## src/rtl/nmiArbiterPkg.sv

```systemverilog
package nmiArbiterPkg;

  localparam logic [7:0] OP_PREFIX_ED = 8'hED;
  localparam logic [7:0] OP_RETN_TAIL = 8'h45;
  localparam int         CTRL_TRAP_BIT = 3;

  typedef struct packed {
    logic wrTrapByte;
    logic wrCtrl;
  } dpStrobes_t;

endpackage

```

## src/rtl/nmiArbiterData.sv

```systemverilog
module nmiArbiterData
  import nmiArbiterPkg::*;
#(
  parameter int ADDR_W = 16
) (
  input  logic              clk,
  input  logic              rstN,
  input  dpStrobes_t        strobes,
  input  logic [7:0]        wrData,
  input  logic              fetchValid,
  input  logic [ADDR_W-1:0] fetchAddr,
  output logic              trapHit,
  output logic              trapEn
);

  localparam int NUM_BYTES = ADDR_W / 8;
  localparam int PTR_W     = (NUM_BYTES > 1) ? $clog2(NUM_BYTES) : 1;

  logic [ADDR_W-1:0] trapAddr;
  logic [PTR_W-1:0]  bytePtr;

  // one register lane per address byte, selected by the byte pointer
  for (genvar i = 0; i < NUM_BYTES; i++) begin : g_lane
    always_ff @(posedge clk or negedge rstN) begin
      if (!rstN) begin
        trapAddr[i*8 +: 8] <= '0;
      end else if (strobes.wrTrapByte && bytePtr == PTR_W'(i)) begin
        trapAddr[i*8 +: 8] <= wrData;
      end
    end
  end

  always_ff @(posedge clk or negedge rstN) begin
    if (!rstN) begin
      bytePtr <= '0;
      trapEn  <= 1'b0;
    end else if (strobes.wrCtrl) begin
      bytePtr <= '0;
      trapEn  <= wrData[CTRL_TRAP_BIT];
    end else if (strobes.wrTrapByte) begin
      if (bytePtr == PTR_W'(NUM_BYTES - 1)) bytePtr <= '0;
      else                                   bytePtr <= bytePtr + 1'b1;
    end
  end

  assign trapHit = trapEn && fetchValid && (fetchAddr == trapAddr);

endmodule

```

## src/rtl/nmiArbiterCtrl.sv

```systemverilog
module nmiArbiterCtrl
  import nmiArbiterPkg::*;
#(
  parameter int          ADDR_W          = 16,
  parameter int          DEBOUNCE_CYCLES = 16,
  parameter int          PULSE_CYCLES    = 8,
  parameter logic [15:0] TRAP_PORT       = 16'h023B,
  parameter logic [15:0] CTRL_PORT       = 16'h033B,
  parameter logic [15:0] VECTOR_ADDR     = 16'h0066
) (
  input  logic              clk,
  input  logic              rstN,
  input  logic              buttonIn,
  input  logic              fetchValid,
  input  logic [ADDR_W-1:0] fetchAddr,
  input  logic [7:0]        fetchData,
  input  logic              ioWrite,
  input  logic [15:0]       ioAddr,
  input  logic              trapHit,
  output dpStrobes_t        strobes,
  output logic              nmiOut,
  output logic              nmiOwned,
  output logic              vectorPageIn
);

  localparam int DB_W    = $clog2(DEBOUNCE_CYCLES + 1);
  localparam int PULSE_W = $clog2(PULSE_CYCLES + 1);

  // I/O decode into datapath strobes
  always_comb begin
    strobes.wrTrapByte = ioWrite && (ioAddr == TRAP_PORT);
    strobes.wrCtrl     = ioWrite && (ioAddr == CTRL_PORT);
  end

  // button synchroniser and debouncer
  logic [1:0]      btnSync;
  logic            btnStable;
  logic [DB_W-1:0] dbCount;
  logic            pressEvt;

  always_ff @(posedge clk or negedge rstN) begin
    if (!rstN) begin
      btnSync   <= '0;
      btnStable <= 1'b0;
      dbCount   <= '0;
      pressEvt  <= 1'b0;
    end else begin
      btnSync  <= {btnSync[0], buttonIn};
      pressEvt <= 1'b0;
      if (btnSync[1] != btnStable) begin
        if (dbCount == DB_W'(DEBOUNCE_CYCLES - 1)) begin
          dbCount   <= '0;
          btnStable <= btnSync[1];
          pressEvt  <= btnSync[1];
        end else begin
          dbCount <= dbCount + 1'b1;
        end
      end else begin
        dbCount <= '0;
      end
    end
  end

  // return-from-NMI decode: prefix fetch directly followed by tail fetch
  logic edSeen;
  logic retnHit;

  assign retnHit = fetchValid && edSeen && (fetchData == OP_RETN_TAIL);

  always_ff @(posedge clk or negedge rstN) begin
    if (!rstN)           edSeen <= 1'b0;
    else if (fetchValid) edSeen <= (fetchData == OP_PREFIX_ED);
  end

  // shared raise path, ownership flag and pulse timer
  logic               raiseReq;
  logic [PULSE_W-1:0] pulseCount;
  logic               vectorFetch;

  assign raiseReq    = (pressEvt || trapHit) && !nmiOwned;
  assign vectorFetch = fetchValid && (fetchAddr == ADDR_W'(VECTOR_ADDR));

  always_ff @(posedge clk or negedge rstN) begin
    if (!rstN) begin
      nmiOwned     <= 1'b0;
      pulseCount   <= '0;
      vectorPageIn <= 1'b0;
    end else begin
      vectorPageIn <= vectorFetch && nmiOwned;
      if (retnHit) begin
        nmiOwned <= 1'b0;
      end else if (raiseReq) begin
        nmiOwned <= 1'b1;
      end
      if (raiseReq && !retnHit) begin
        pulseCount <= PULSE_W'(PULSE_CYCLES);
      end else if (pulseCount != '0) begin
        pulseCount <= pulseCount - 1'b1;
      end
    end
  end

  assign nmiOut = (pulseCount != '0);

endmodule

```

## src/rtl/nmiArbiter.sv

```systemverilog
module nmiArbiter
  import nmiArbiterPkg::*;
#(
  parameter int          ADDR_W          = 16,
  parameter int          DEBOUNCE_CYCLES = 16,
  parameter int          PULSE_CYCLES    = 8,
  parameter logic [15:0] TRAP_PORT       = 16'h023B,
  parameter logic [15:0] CTRL_PORT       = 16'h033B,
  parameter logic [15:0] VECTOR_ADDR     = 16'h0066
) (
  input  logic              clk,
  input  logic              rstN,
  input  logic              buttonIn,
  input  logic              fetchValid,
  input  logic [ADDR_W-1:0] fetchAddr,
  input  logic [7:0]        fetchData,
  input  logic              ioWrite,
  input  logic [15:0]       ioAddr,
  input  logic [7:0]        ioWData,
  output logic [7:0]        ctrlRead,
  output logic              nmiOut,
  output logic              nmiOwned,
  output logic              vectorPageIn
);

  dpStrobes_t strobes;
  logic       trapHit;
  logic       trapEn;

  nmiArbiterCtrl #(
    .ADDR_W(ADDR_W), .DEBOUNCE_CYCLES(DEBOUNCE_CYCLES), .PULSE_CYCLES(PULSE_CYCLES),
    .TRAP_PORT(TRAP_PORT), .CTRL_PORT(CTRL_PORT), .VECTOR_ADDR(VECTOR_ADDR)
  ) u_ctrl (
    .clk(clk), .rstN(rstN), .buttonIn(buttonIn),
    .fetchValid(fetchValid), .fetchAddr(fetchAddr), .fetchData(fetchData),
    .ioWrite(ioWrite), .ioAddr(ioAddr), .trapHit(trapHit),
    .strobes(strobes), .nmiOut(nmiOut), .nmiOwned(nmiOwned),
    .vectorPageIn(vectorPageIn)
  );

  nmiArbiterData #(.ADDR_W(ADDR_W)) u_data (
    .clk(clk), .rstN(rstN), .strobes(strobes), .wrData(ioWData),
    .fetchValid(fetchValid), .fetchAddr(fetchAddr),
    .trapHit(trapHit), .trapEn(trapEn)
  );

  always_comb begin
    ctrlRead = '0;
    ctrlRead[CTRL_TRAP_BIT] = trapEn;
  end

endmodule

```

## config.mk

```make
export PLATFORM = sky130hd
export DESIGN_NAME = nmiArbiter
export DESIGN_NICKNAME = d
export VERILOG_FILES = /design/src/rtl/nmiArbiterPkg.sv /design/src/rtl/nmiArbiterData.sv /design/src/rtl/nmiArbiterCtrl.sv /design/src/rtl/nmiArbiter.sv
export SDC_FILE = /design/constraint.sdc
export NUM_CORES = 1
export LEC_CHECK = 0
export ABC_AREA = 1
export BUFFER_PORTS_ARGS = -buffer_cell sky130_fd_sc_hd__buf_2
export CAP_MARGIN = 40
export CORE_ASPECT_RATIO = 0.9
export CORE_UTILIZATION = 40
export CTS_CLUSTER_SIZE = 28
export DETAILED_ROUTE_END_ITERATION = 8
export GPL_ROUTABILITY_DRIVEN = 0
export HOLD_SLACK_MARGIN = 0.02
export PLACE_DENSITY = 0.75
export SLEW_MARGIN = 20
export SYNTH_ARGS = -nofsm -noshare
export SYNTH_HDL_FRONTEND = slang
export SYNTH_SLANG_ARGS = --single-unit
```

## constraint.sdc

```tcl
create_clock -name clk -period 2 [get_ports clk]
set_input_delay 0.1 -clock clk [delete_from_list [all_inputs] [get_ports clk]]
set_output_delay 0.1 -clock clk [all_outputs]
set_load 0.02 [all_outputs]
```

# Word-level counts from Yosys, hierarchy flattened
# Index checks and enable logic that the tools add are counted.
# word_totals
wordCells	55
reg_bits	34
input_bits	53
# op_classes
reduce_logical	20
bitwise_logic	1
mux	11
addsub	3
eq_ne	8
# op_table
cell	count
16-bit by 10-bit equality test with 1-bit output, second input constant	2
16-bit equality test	1
16-bit by 7-bit equality test with 1-bit output, second input constant	1
1-bit logical AND	12
5-bit 2-to-1 mux	2
8-bit by 7-bit equality test with 1-bit output, second input constant	1
8-bit equality test, second input constant	1
4-bit 2-to-1 mux	2
1-bit 2-to-1 mux	7
2-bit nonzero test	3
5-bit by 1-bit adder with 5-bit output, second input constant	1
5-bit by 4-bit equality test with 1-bit output, second input constant	1
4-bit nonzero test	1
4-bit by 1-bit subtractor with 4-bit output, second input constant	1
1-bit logical NOT	2
2-bit AND reduction	1
1-bit adder, second input constant	1
1-bit logical OR	1
1-bit != test	1
1-bit inverter	1

# Logic depth before layout (Yosys ltp)
# Gate-level depths: netlist of run 1.
# logic_depth
ltp_word	6
depth_mapped	10

# Modules after synthesis
# A second synthesis of run 1 with hierarchy kept.
# unflattened
hier_cells	268
area_unflattened_um2	2019.4
# by_module_without_submodules
module	n_inst	cells_per_inst	seq_area_each_um2	area_per_inst_um2
nmiArbiterData	1	140	450.4	1067.3
nmiArbiterCtrl	1	119	400.4	888.4
nmiArbiter	1	9	0.0	63.8

# Least setup slack after synthesis of run 1
# OpenSTA, ideal clock, no wires.
# synth_path
path_type	flip-flop to flip-flop
from	register u_ctrl.pulseCount[0]
to	register u_ctrl.pulseCount[1]
slack_ns	0.679
period_less_slack_ns	1.321
path_stages_with_launch	7
arrival_ns	1.244
n_path_buf	0
path_cell_list	dfrtp_1 > inv_1 > ha_1 > nand3_1 > mux2i_1 > inv_1 > a21oi_1
# synth_between
word_cells_on_any_way	5
classes_between	1 x add/sub; 2 x mux; 2 x reduce/logical
# synth_lines
item	line_no	source
start: declaration	nmiArbiterCtrl.sv:77	logic [PULSE_W-1:0] pulseCount;
start signal: assignment	nmiArbiterCtrl.sv:96	pulseCount <= PULSE_W'(PULSE_CYCLES);
start signal: assignment	nmiArbiterCtrl.sv:98	pulseCount <= pulseCount - 1'b1;
4-bit nonzero test	--	
named net nmiOut	nmiArbiter.sv:21	output logic nmiOut,
2-bit nonzero test (no line)	--	
# The timed path passes the listed nets, and every way through them passes these cells. The select of a mux whose other input is x is not followed.
# A chain may end at the register's enable or synchronous reset.

# Worst setup path after layout of run 1
# layout_path
from	register u_ctrl.nmiOwned
to	register u_ctrl.vectorPageIn
# layout_between
elab_chain_len	1
# layout_lines
item	line_no	source
start: declaration	nmiArbiterCtrl.sv:22	output logic nmiOwned,
start signal: assignment	nmiArbiterCtrl.sv:85	nmiOwned <= 1'b0;
start signal: assignment	nmiArbiterCtrl.sv:91	nmiOwned <= 1'b0;
start signal: assignment	nmiArbiterCtrl.sv:93	nmiOwned <= 1'b1;
1-bit logical AND	nmiArbiterCtrl.sv:89	vectorPageIn <= vectorFetch && nmiOwned;
end signal: assignment	nmiArbiterCtrl.sv:89	
end: declaration	nmiArbiterCtrl.sv:23	output logic vectorPageIn
# Every way passes these cells.

==> results of run 1 <==
-- cells by family after synthesis --
logic type / count (synthesis) / share of synthesized area
other cells: 1 / 0.00189
fa+ha+maj: 3 / 0.0189
buf+inv: 51 / 0.118
simple gates: 156 / 0.364
flops: 34 / 0.429
compound gates: 9 / 0.0233
mux: 1 / 0.00505
xor+xnor: 9 / 0.0397
-- cell usage after synthesis --
| library cell | n | area, um2 |
|---|---|---|
| nand3b_1 | 1 | 7.51 |
| xnor2_1 | 4 | 35.0 |
| o22ai_1 | 1 | 6.26 |
| buf_2 | 1 | 5.00 |
| buf_6 | 1 | 11.3 |
| mux2i_1 | 1 | 10.0 |
| nand2_1 | 78 | 293 |
| nor4_1 | 3 | 18.8 |
| a21oi_1 | 3 | 15.0 |
| nor2_2 | 1 | 6.26 |
| nor4_4 | 1 | 21.3 |
| nand4_1 | 20 | 125 |
| clkinv_1 | 1 | 3.75 |
| buf_4 | 8 | 60.1 |
| conb_1 | 1 | 3.75 |
| clkbuf_4 | 1 | 7.51 |
| ha_1 | 3 | 37.5 |
| nor3_1 | 3 | 15.0 |
| or2_2 | 1 | 6.26 |
| nor2_1 | 27 | 101 |
| dfrtp_1 | 34 | 851 |
| o21ai_0 | 5 | 25.0 |
| nor3_2 | 3 | 30.0 |
| nand3_1 | 17 | 85.1 |
| inv_1 | 39 | 146 |
| xor2_1 | 5 | 43.8 |
| nand4_2 | 1 | 12.5 |
-- layout make-up --
| type | count | area, um2 | area share |
|---|---|---|---|
| Multi-Input combinational cell | 185 | 921 | 0.368 |
| Sequential cell | 34 | 851 | 0.340 |
| Timing Repair Buffer | 63 | 363 | 0.145 |
| Inverter | 40 | 150 | 0.0599 |
| Clock buffer | 6 | 82.6 | 0.0330 |
| Tap cell | 62 | 77.6 | 0.0310 |
| Clock inverter | 2 | 60.1 | 0.0240 |
-- flip-flops by register name (all words and copies together), names as in the netlist --
name and flops:
u_ctrl.pressEvt 1, u_ctrl.btnSync 2, u_data.trapEn 1, u_ctrl.pulseCount 4, u_ctrl.nmiOwned 1, u_data.trapAddr 16, u_data.bytePtr 1, u_ctrl.btnStable 1
u_ctrl.edSeen 1, u_ctrl.vectorPageIn 1, u_ctrl.dbCount 5
-- power breakdown --
part,switching (mW),internal [mW],leakage (nW)
clock,0.254,0.532,0.0714
sequential,0.0180,0.739,0.455
combinational,0.229,0.157,0.851
-- final timing paths --
path                                   startpoint                  end  slack, ns  cells after the start
worst max-delay path              u_ctrl.nmiOwned  u_ctrl.vectorPageIn       0.35                      5
worst min-delay path                   fetchValid        u_ctrl.edSeen       0.05                      2
worst max register to register    u_ctrl.nmiOwned  u_ctrl.vectorPageIn       0.35                      5
worst min register to register  u_ctrl.btnSync[0]    u_ctrl.btnSync[1]       0.36                      0
max in group asynchronous                    rstN   u_data.trapAddr[2]       1.31                      3
min in group asynchronous                    rstN        u_ctrl.edSeen       0.27                      2
-- worst reg2reg max path: stages (launching register included) --
cell           delay, ns
dfrtp_1             0.40
nand2_1             0.07
nor3_1              0.19
nand3_1             0.13
nor4_1              0.21
dlygate4sd3_1       0.60
-- layer usage --
layer,wire (um),track usage,vias to the layer above
li1,-,-,958
met1,1970,0.211,858
met2,2340,0.363,31
met3,155,0.0461,8
met4,60,0.0529,0
met5,0,0,-
-- stage by stage --
stage	hold WS [ns]	std cells	power, mW
6_report	0.0509	392	1.93
5_1_grt	0.0723	392	2.03
4_1_cts	0.0537	391	1.94
3_5_place_dp	0.210	379	1.15
3_3_place_gp	0.203	379	1.12
2_1_floorplan	-0.196	270	1.02
-- cells in the final DEF, fill, tap and decap left out, drive strengths merged --
cell type    instances
nor4                 4
conb                 7
nand2               78
clkbuf               6
o22ai                1
a21oi                3
inv                 39
nand3b               1
mux2i                1
o21ai                5
dlygate4sd3          4
or2                  1
nand4               21
nand3               17
ha                   3
bufinv               2
nor3                 6
xnor2                4
buf                 59
clkinv               1
nor2                28
xor2                 5
dfrtp               34
-- timing repair --
item | in CTS | in global routing
hold endpoints to repair | 36 | 0
endpoints found under the setup margin | 0 | 0
hold buffers | 4 | 0
resized for setup | 0 | 0
==> results.cfg, run 1 <==
[logic_synthesis]
synth_area_per_cell_um2 = 7.51
synth.distinct_cells = 27
syn_inst = 264
synth_area_um2 = 1980
ys_seq_elements = 34
seq_area_frac_synth = 0.429
yosys_warnings = 0

[worst_hold_path]
hold_path_class = in2reg

[route]
wl_per_cell_um = 11.6
firstDrtPassIters = 4
routed_wl_mm = 4.53
drtIter0Drc = 66
vias = 1855
antenna_left = 0
drcViolationCount = 0
viasPerCell = 4.73

[critical_path]
crit_family = simple AND/OR/NAND/NOR gates
worstPathRequired_ns = 2.23
start_kind = register
slowest_delay_ns = 0.59
crit_type = reg2reg
cp_num_buf_inv = 1
cpMaxStageDelayCell = dlygate4sd3_1
cp_max_fo = 4
cp-end-kind = register
cp_cell_sequence = nand2_1, nor3_1, nand3_1, nor4_1, dlygate4sd3_1
crit_arrival_ns = 1.88

[clocking]
numCtsBuffers = 5
cts_num_sinks = 34
path_clk_slew_ns = 0.07
h-tree-depth = 2
cts-root-buf = clkbuf_8
cts_setup_buffers = 0
clk_path_buf_depth = 2
insertion_delay_ns = 0.29
cts_tree = built

[final_layout]
fin_area_um2 = 2500
fin_util = 0.544
nFillCells = 443
drive_gt1_frac = 0.224
syn2layout_area_growth_pct = 26.3
final_nets = 385
antenna_cells = 0

[global_routing]
grt_max_degree = 35
grt.overflow.total = 0
grt_pass1_vias = 1747
grt_pass1_wl_mm = 7.58
track_usage = 0.188
antenna_found_initial = 0

[sta]
setup_viol_count_final = 0
period_needed_ns = 1.65
maxSlewViolCount = 0
tns_ns = 0
final_hold_viol_count = 0
max_clock_freq_mhz = 605
rsz0062_at_grt = no
fin_ws_ns = 0.348
fin_worst_skew_ns = 0.00287
period_share = 0.826

[pwr]
power.leakage_nw = 1.38
ir_worst_vdd_mv = 0.421
power_per_cell_area_nw_per_um2 = 770

[floorplanning]
die-area_um2 = 5240
fp.dieH_um = 68.8
start_util = 0.431
die_w_um = 76.2
placementRows = 23
core_um2 = 4600
io_pins = 64

[outcome]
outcome = finished, final reports clean

[job]
maxCapViolCount = 0

[place]
place_ws_ns = 0.585
io_buffers = 56
placed_area_um2 = 2290
dpl.hpwl_mm = 3.49
No activity file was read; power rests on OpenSTA's default activity.
==> inputs of run 2 (changes only) <==
- ABC_AREA: 1 -> 0
- PLACE_DENSITY: 0.75 -> 0.8
- clock period: 2 -> 1.51 ns (I/O delays scaled with it)
==> results.cfg, run 2 <==
[floorplanning]
core_um2 = 4130
die-area_um2 = 4610
fp.dieH_um = 64.5
start_util = 0.421
die_w_um = 71.5
placementRows = 22
io_pins = 64

[route]
firstDrtPassIters = 4
dr_wl_met3_um = 148
top_layer = met4
drtIter0Drc = 29
vias = 1349
met1_length_mm = 1.56
viasPerCell = 5.05
drcViolationCount = 0
routed_wl_mm = 3.61
antenna_left = 0
wl_met2_mm = 1.88
wl_per_cell_um = 13.5

[logic_synthesis]
yosys.cell_count.top_type = dfrtp_1
seq_area_frac_synth = 0.490
synth_area_um2 = 1740
synth_top_area_frac = 0.490
synth_top_cells_by_count = 34 x dfrtp_1, 19 x xnor2_1, 18 x mux2_2, 9 x nor2_1, 8 x buf_4
yosys_warnings = 0
synth.area.top_cells = dfrtp_1 49%, mux2_2 12%, xnor2_1 9.6%
synth.distinct_cells = 33
synth_area_per_cell_um2 = 11.7
ys_seq_elements = 34
ys.flop_type = dfrtp_1
yosysTopAreaCell = dfrtp_1
syn_inst = 149
ys_async_sr_fraction = 1.00
synth_edf_count = 0

[sta]
whs_ns = 0.0393
final_hold_viol_count = 0
rsz0062_at_grt = yes
period_needed_ns = 1.69
fin_worst_skew_ns = 0.00488
fin_ws_ns = -0.185
period_share = 1.12
setup_viol_count_final = 5
max_clock_freq_mhz = 590
maxSlewViolCount = 0

[final_layout]
nFillCells = 378
reg_top3 = u_data.trapAddr x16, u_ctrl.dbCount x5, u_ctrl.pulseCount x4
fin_util = 0.541
antenna_cells = 0
layout_commonest_cell = buf_2
drive_gt1_frac = 0.429
syn2layout_area_growth_pct = 28.7
regMostFlops = u_data.trapAddr
final_cell_mix = 56 x buf_2, 34 x dfrtp_1, 18 x xnor2_1, 18 x mux2_2, 9 x nor2_1
largest_register_ffs = 16
final_nets = 274

[critical_path]
worstPathRequired_ns = 1.67
crit_type = reg2reg
reg2regPathDepth = 5
ff2ff_setup_slack_ns = -0.18
start_kind = register
crit_arrival_ns = 1.86
cp-end-kind = register
cp_max_fo = 3

[global_routing]
antenna_found_initial = 0
grt_pass1_vias = 1377
grt_max_degree = 19
grt_pass1_wl_mm = 6.19
grt.overflow.total = 0
track_usage = 0.177

[place]
dpl.hpwl_mm = 2.93
io_buffers = 56
place_ws_ns = -0.173

[clocking]
numCtsBuffers = 5
cts_tree = built
insertion_delay_ns = 0.28
h-tree-depth = 2
cts_num_sinks = 34
clk_path_buf_depth = 2
cts-root-buf = clkbuf_8
path_clk_slew_ns = 0.07

[outcome]
violations = negative setup slack
outcome = complete, but fails checks

[pwr]
ir_worst_vdd_mv = 0.568
power.leakage_nw = 1.09
power_per_cell_area_nw_per_um2 = 960

[worst_hold_path]
hold_depth = 2
hold_path_class = in2reg

[job]
maxCapViolCount = 0
run 2: changes by cell type in the layout (fill, tap and decap cells not counted), sizes merged, moves of 3 or more:
| cell | change |
|---|---|
| xor2 | -4 |
| nor2 | -19 |
| nor3 | -3 |
| or4 | +3 |
| xnor2 | +15 |
| inv | -35 |
| nand4 | -16 |
| mux2 | +18 |
| nand2 | -72 |
| and4b | +3 |
| nand3 | -11 |
| nor2b | +3 |
run 2: layout make-up:
cell class                      instances  area [um2]  area share
Clock buffer                            7        86.3      0.0386
Clock inverter                          1        5.00     0.00224
Inverter                                4        15.0     0.00672
Multi-Input combinational cell        109         857       0.384
Sequential cell                        34         851       0.381
Tap cell                               48        60.1      0.0269
Timing Repair Buffer                   64         360       0.161
run 2: logic make-up (layout without fill, tap and decap cells):
logic type,count (synthesis),in the layout,share of synthesized area
xor gates and xnor gates,20,20,0.101
DFF,34,34,0.490
buffers and inverters,12,76,0.0432
AOI/OAI and AO/OA,10,10,0.0367
adders and majority gates,3,3,0.0216
and+or+nand+nor,51,51,0.189
muxes,18,18,0.117
other,1,7,0.00216
run 2: where the power goes:
group / leakage, nW / internal (mW) / switching (mW) / total, mW
registers: 0.460 / 0.979 / 0.0518 / 1.03
logic: 0.577 / 0.208 / 0.233 / 0.442
clock network: 0.0482 / 0.367 / 0.304 / 0.672
run 2: per-layer routing:
layer  GRT usage  vias to the layer above
met2       0.315                       42
met1       0.209                      652
met4      0.0588                        0
li1            -                      653
met5           0                        -
met3      0.0435                        2
run 2: timing repair:
action	in CTS	in global routing
hold endpoints to repair	18	0
pin swaps	1	0
gates resized for setup	1	2
buffers inserted	0	1
hold buffers	3	0
setup endpoints to repair	5	5
run 2: final timing paths:
path | start | endpoint
setup / recovery | u_data.trapAddr[7] | u_ctrl.pulseCount[0]
hold / removal | ioWData[4] | u_data.trapAddr[4]
setup reg to reg | u_data.trapAddr[7] | u_ctrl.pulseCount[0]
hold reg to reg | u_ctrl.btnSync[0] | u_ctrl.btnSync[1]
max in group asynchronous | rstN | u_ctrl.dbCount[0]
min in group asynchronous | rstN | u_ctrl.edSeen
run 2: critical path, stage by stage (launching register included):
cell	delay, ns
dfrtp_1	0.41
xnor2_2	0.19
nand4_1	0.14
or4_4	0.54
o31ai_4	0.22
nor2_1	0.07
run 2: per-stage QoR:
| stage | setup TNS, ns | instance area, um2 | power (mW) | std cells |
|---|---|---|---|---|
| after floorplan | 0 | 1770 | 1.33 | 155 |
| after global placement | -1.43 | 2090 | 1.47 | 255 |
| after detailed placement | -2.00 | 2090 | 1.49 | 255 |
| after CTS | -0.753 | 2220 | 2.17 | 266 |
| after global routing | -1.17 | 2230 | 2.28 | 267 |
| final | -0.847 | 2230 | 2.14 | 267 |
==> inputs of run 3 (changes only) <==
- ABC_AREA: 0 -> 1
- PLACE_DENSITY: 0.8 -> 0.78
==> results.cfg, run 3 (synthesis gave the netlist of run 1 again) <==
[route]
firstDrtPassIters = 4
viasPerCell = 4.69
drcViolationCount = 0
vias = 1838
routed_wl_mm = 4.14
wl_per_cell_um = 10.6
antenna_left = 0
drtIter0Drc = 93

[clocking]
path_clk_slew_ns = 0.06
cts_num_sinks = 34
h-tree-depth = 2
numCtsBuffers = 5
cts_tree = built
cts-root-buf = clkbuf_8
insertion_delay_ns = 0.28
clk_path_buf_depth = 2

[critical_path]
cp-end-kind = output pin
worstPathRequired_ns = 1.43
reg2regPathDepth = 7
crit_arrival_ns = 1.27
ff2ff_setup_slack_ns = 0.21
crit_type = reg2out
reg2reg_from = u_ctrl.dbCount[0]
start_kind = register
cp_max_fo = 5
r2r-end = u_ctrl.dbCount[0]

[sta]
maxSlewViolCount = 0
final_hold_viol_count = 0
period_needed_ns = 1.35
fin_worst_skew_ns = 0.00248
rsz0062_at_grt = no
setup_viol_count_final = 0
relSlewSlack = 0.516
fin_ws_ns = 0.160
max_clock_freq_mhz = 741
tightestPinTransition_ns = 0.726
tns_ns = 0
whs_ns = 0.0307
period_share = 0.894

[final_layout]
reg_top3 = u_data.trapAddr x16, u_ctrl.dbCount x5, u_ctrl.pulseCount x4
regMostFlops = u_data.trapAddr
syn2layout_area_growth_pct = 22.6
final_nets = 386
largest_register_ffs = 16
drive_gt1_frac = 0.221
layout_commonest_cell = nand2_1
finalNonFillerCells = 392
antenna_cells = 0
final_cell_mix = 78 x nand2_1, 56 x buf_2, 39 x inv_1, 34 x dfrtp_1, 27 x nor2_1

[pwr]
power.leakage_nw = 1.34
ir_worst_vdd_mv = 0.453
power_per_cell_area_nw_per_um2 = 869

[floorplanning]
fp.dieH_um = 68.8
die-area_um2 = 5240
start_util = 0.431
core_um2 = 4600
io_pins = 64
die_w_um = 76.2
placementRows = 23

[place]
place_ws_ns = 0.213
dpl.hpwl_mm = 3.33
io_buffers = 56
place_inst = 381

[global_routing]
grt_max_degree = 35
grt_pass1_vias = 1750
grt.overflow.total = 0
antenna_found_initial = 0
track_usage = 0.183
grt_pass1_wl_mm = 7.29

[job]
maxCapViolCount = 0

[worst_hold_path]
hold_path_class = in2reg
hold_depth = 2
hold_end = u_ctrl.edSeen
min-delay-start = fetchValid

[outcome]
outcome = finished, final reports clean
## run 3: area by class of cell
class	instances	area (um2)
Fill cell	463	2170
Multi-Input combinational cell	185	926
Sequential cell	34	851
Timing Repair Buffer	64	350
Inverter	40	150
Tap cell	62	77.6
Clock buffer	7	76.3
## run 3: what timing repair did
action	in CTS	in global routing
hold buffers	4	0
endpoints found under the hold margin	36	0
resized for setup	0	1
setup buffers	0	0
endpoints found under the setup margin	0	1
## run 3: power breakdown
group          total, mW  switching [mW]  internal (mW)
logic              0.507           0.302          0.206
clock network      0.601           0.285          0.316
registers           1.00          0.0242          0.980
## run 3: metrics by stage
| step | power [mW] | util | instance area [um2] |
|---|---|---|---|
| global route | 2.28 | 0.528 | 2430 |
| finish | 2.11 | 0.528 | 2430 |
| detailed placement | 1.51 | 0.502 | 2310 |
| CTS | 2.14 | 0.527 | 2430 |
| floorplan | 1.35 | - | 2010 |
| global placement | 1.49 | 0.502 | 2310 |
## run 3: how the worst max path moves through the flow
stage               slack (ns)                 start                   end
floorplan                 0.19  u_ctrl.pulseCount[0]  u_ctrl.pulseCount[1]
global placement          0.26             ioAddr[7]    u_data.trapAddr[8]
detailed placement        0.21     u_ctrl.dbCount[0]     u_ctrl.dbCount[0]
CTS                       0.08  u_ctrl.pulseCount[0]                nmiOut
global route              0.07  u_ctrl.pulseCount[0]                nmiOut
finish                    0.16  u_ctrl.pulseCount[0]                nmiOut
## run 3: critical path: stages, from the launching register on
cell and delay (ns):
dfrtp_1 0.36, inv_1 0.13, ha_1 0.18, nand3_2 0.13, buf_2 0.19
## run 3: routing by layer
layer	part of all wire	track usage
met5	0	0
met4	0.018	0.101
met3	0.047	0.0434
met2	0.48	0.315
met1	0.45	0.216
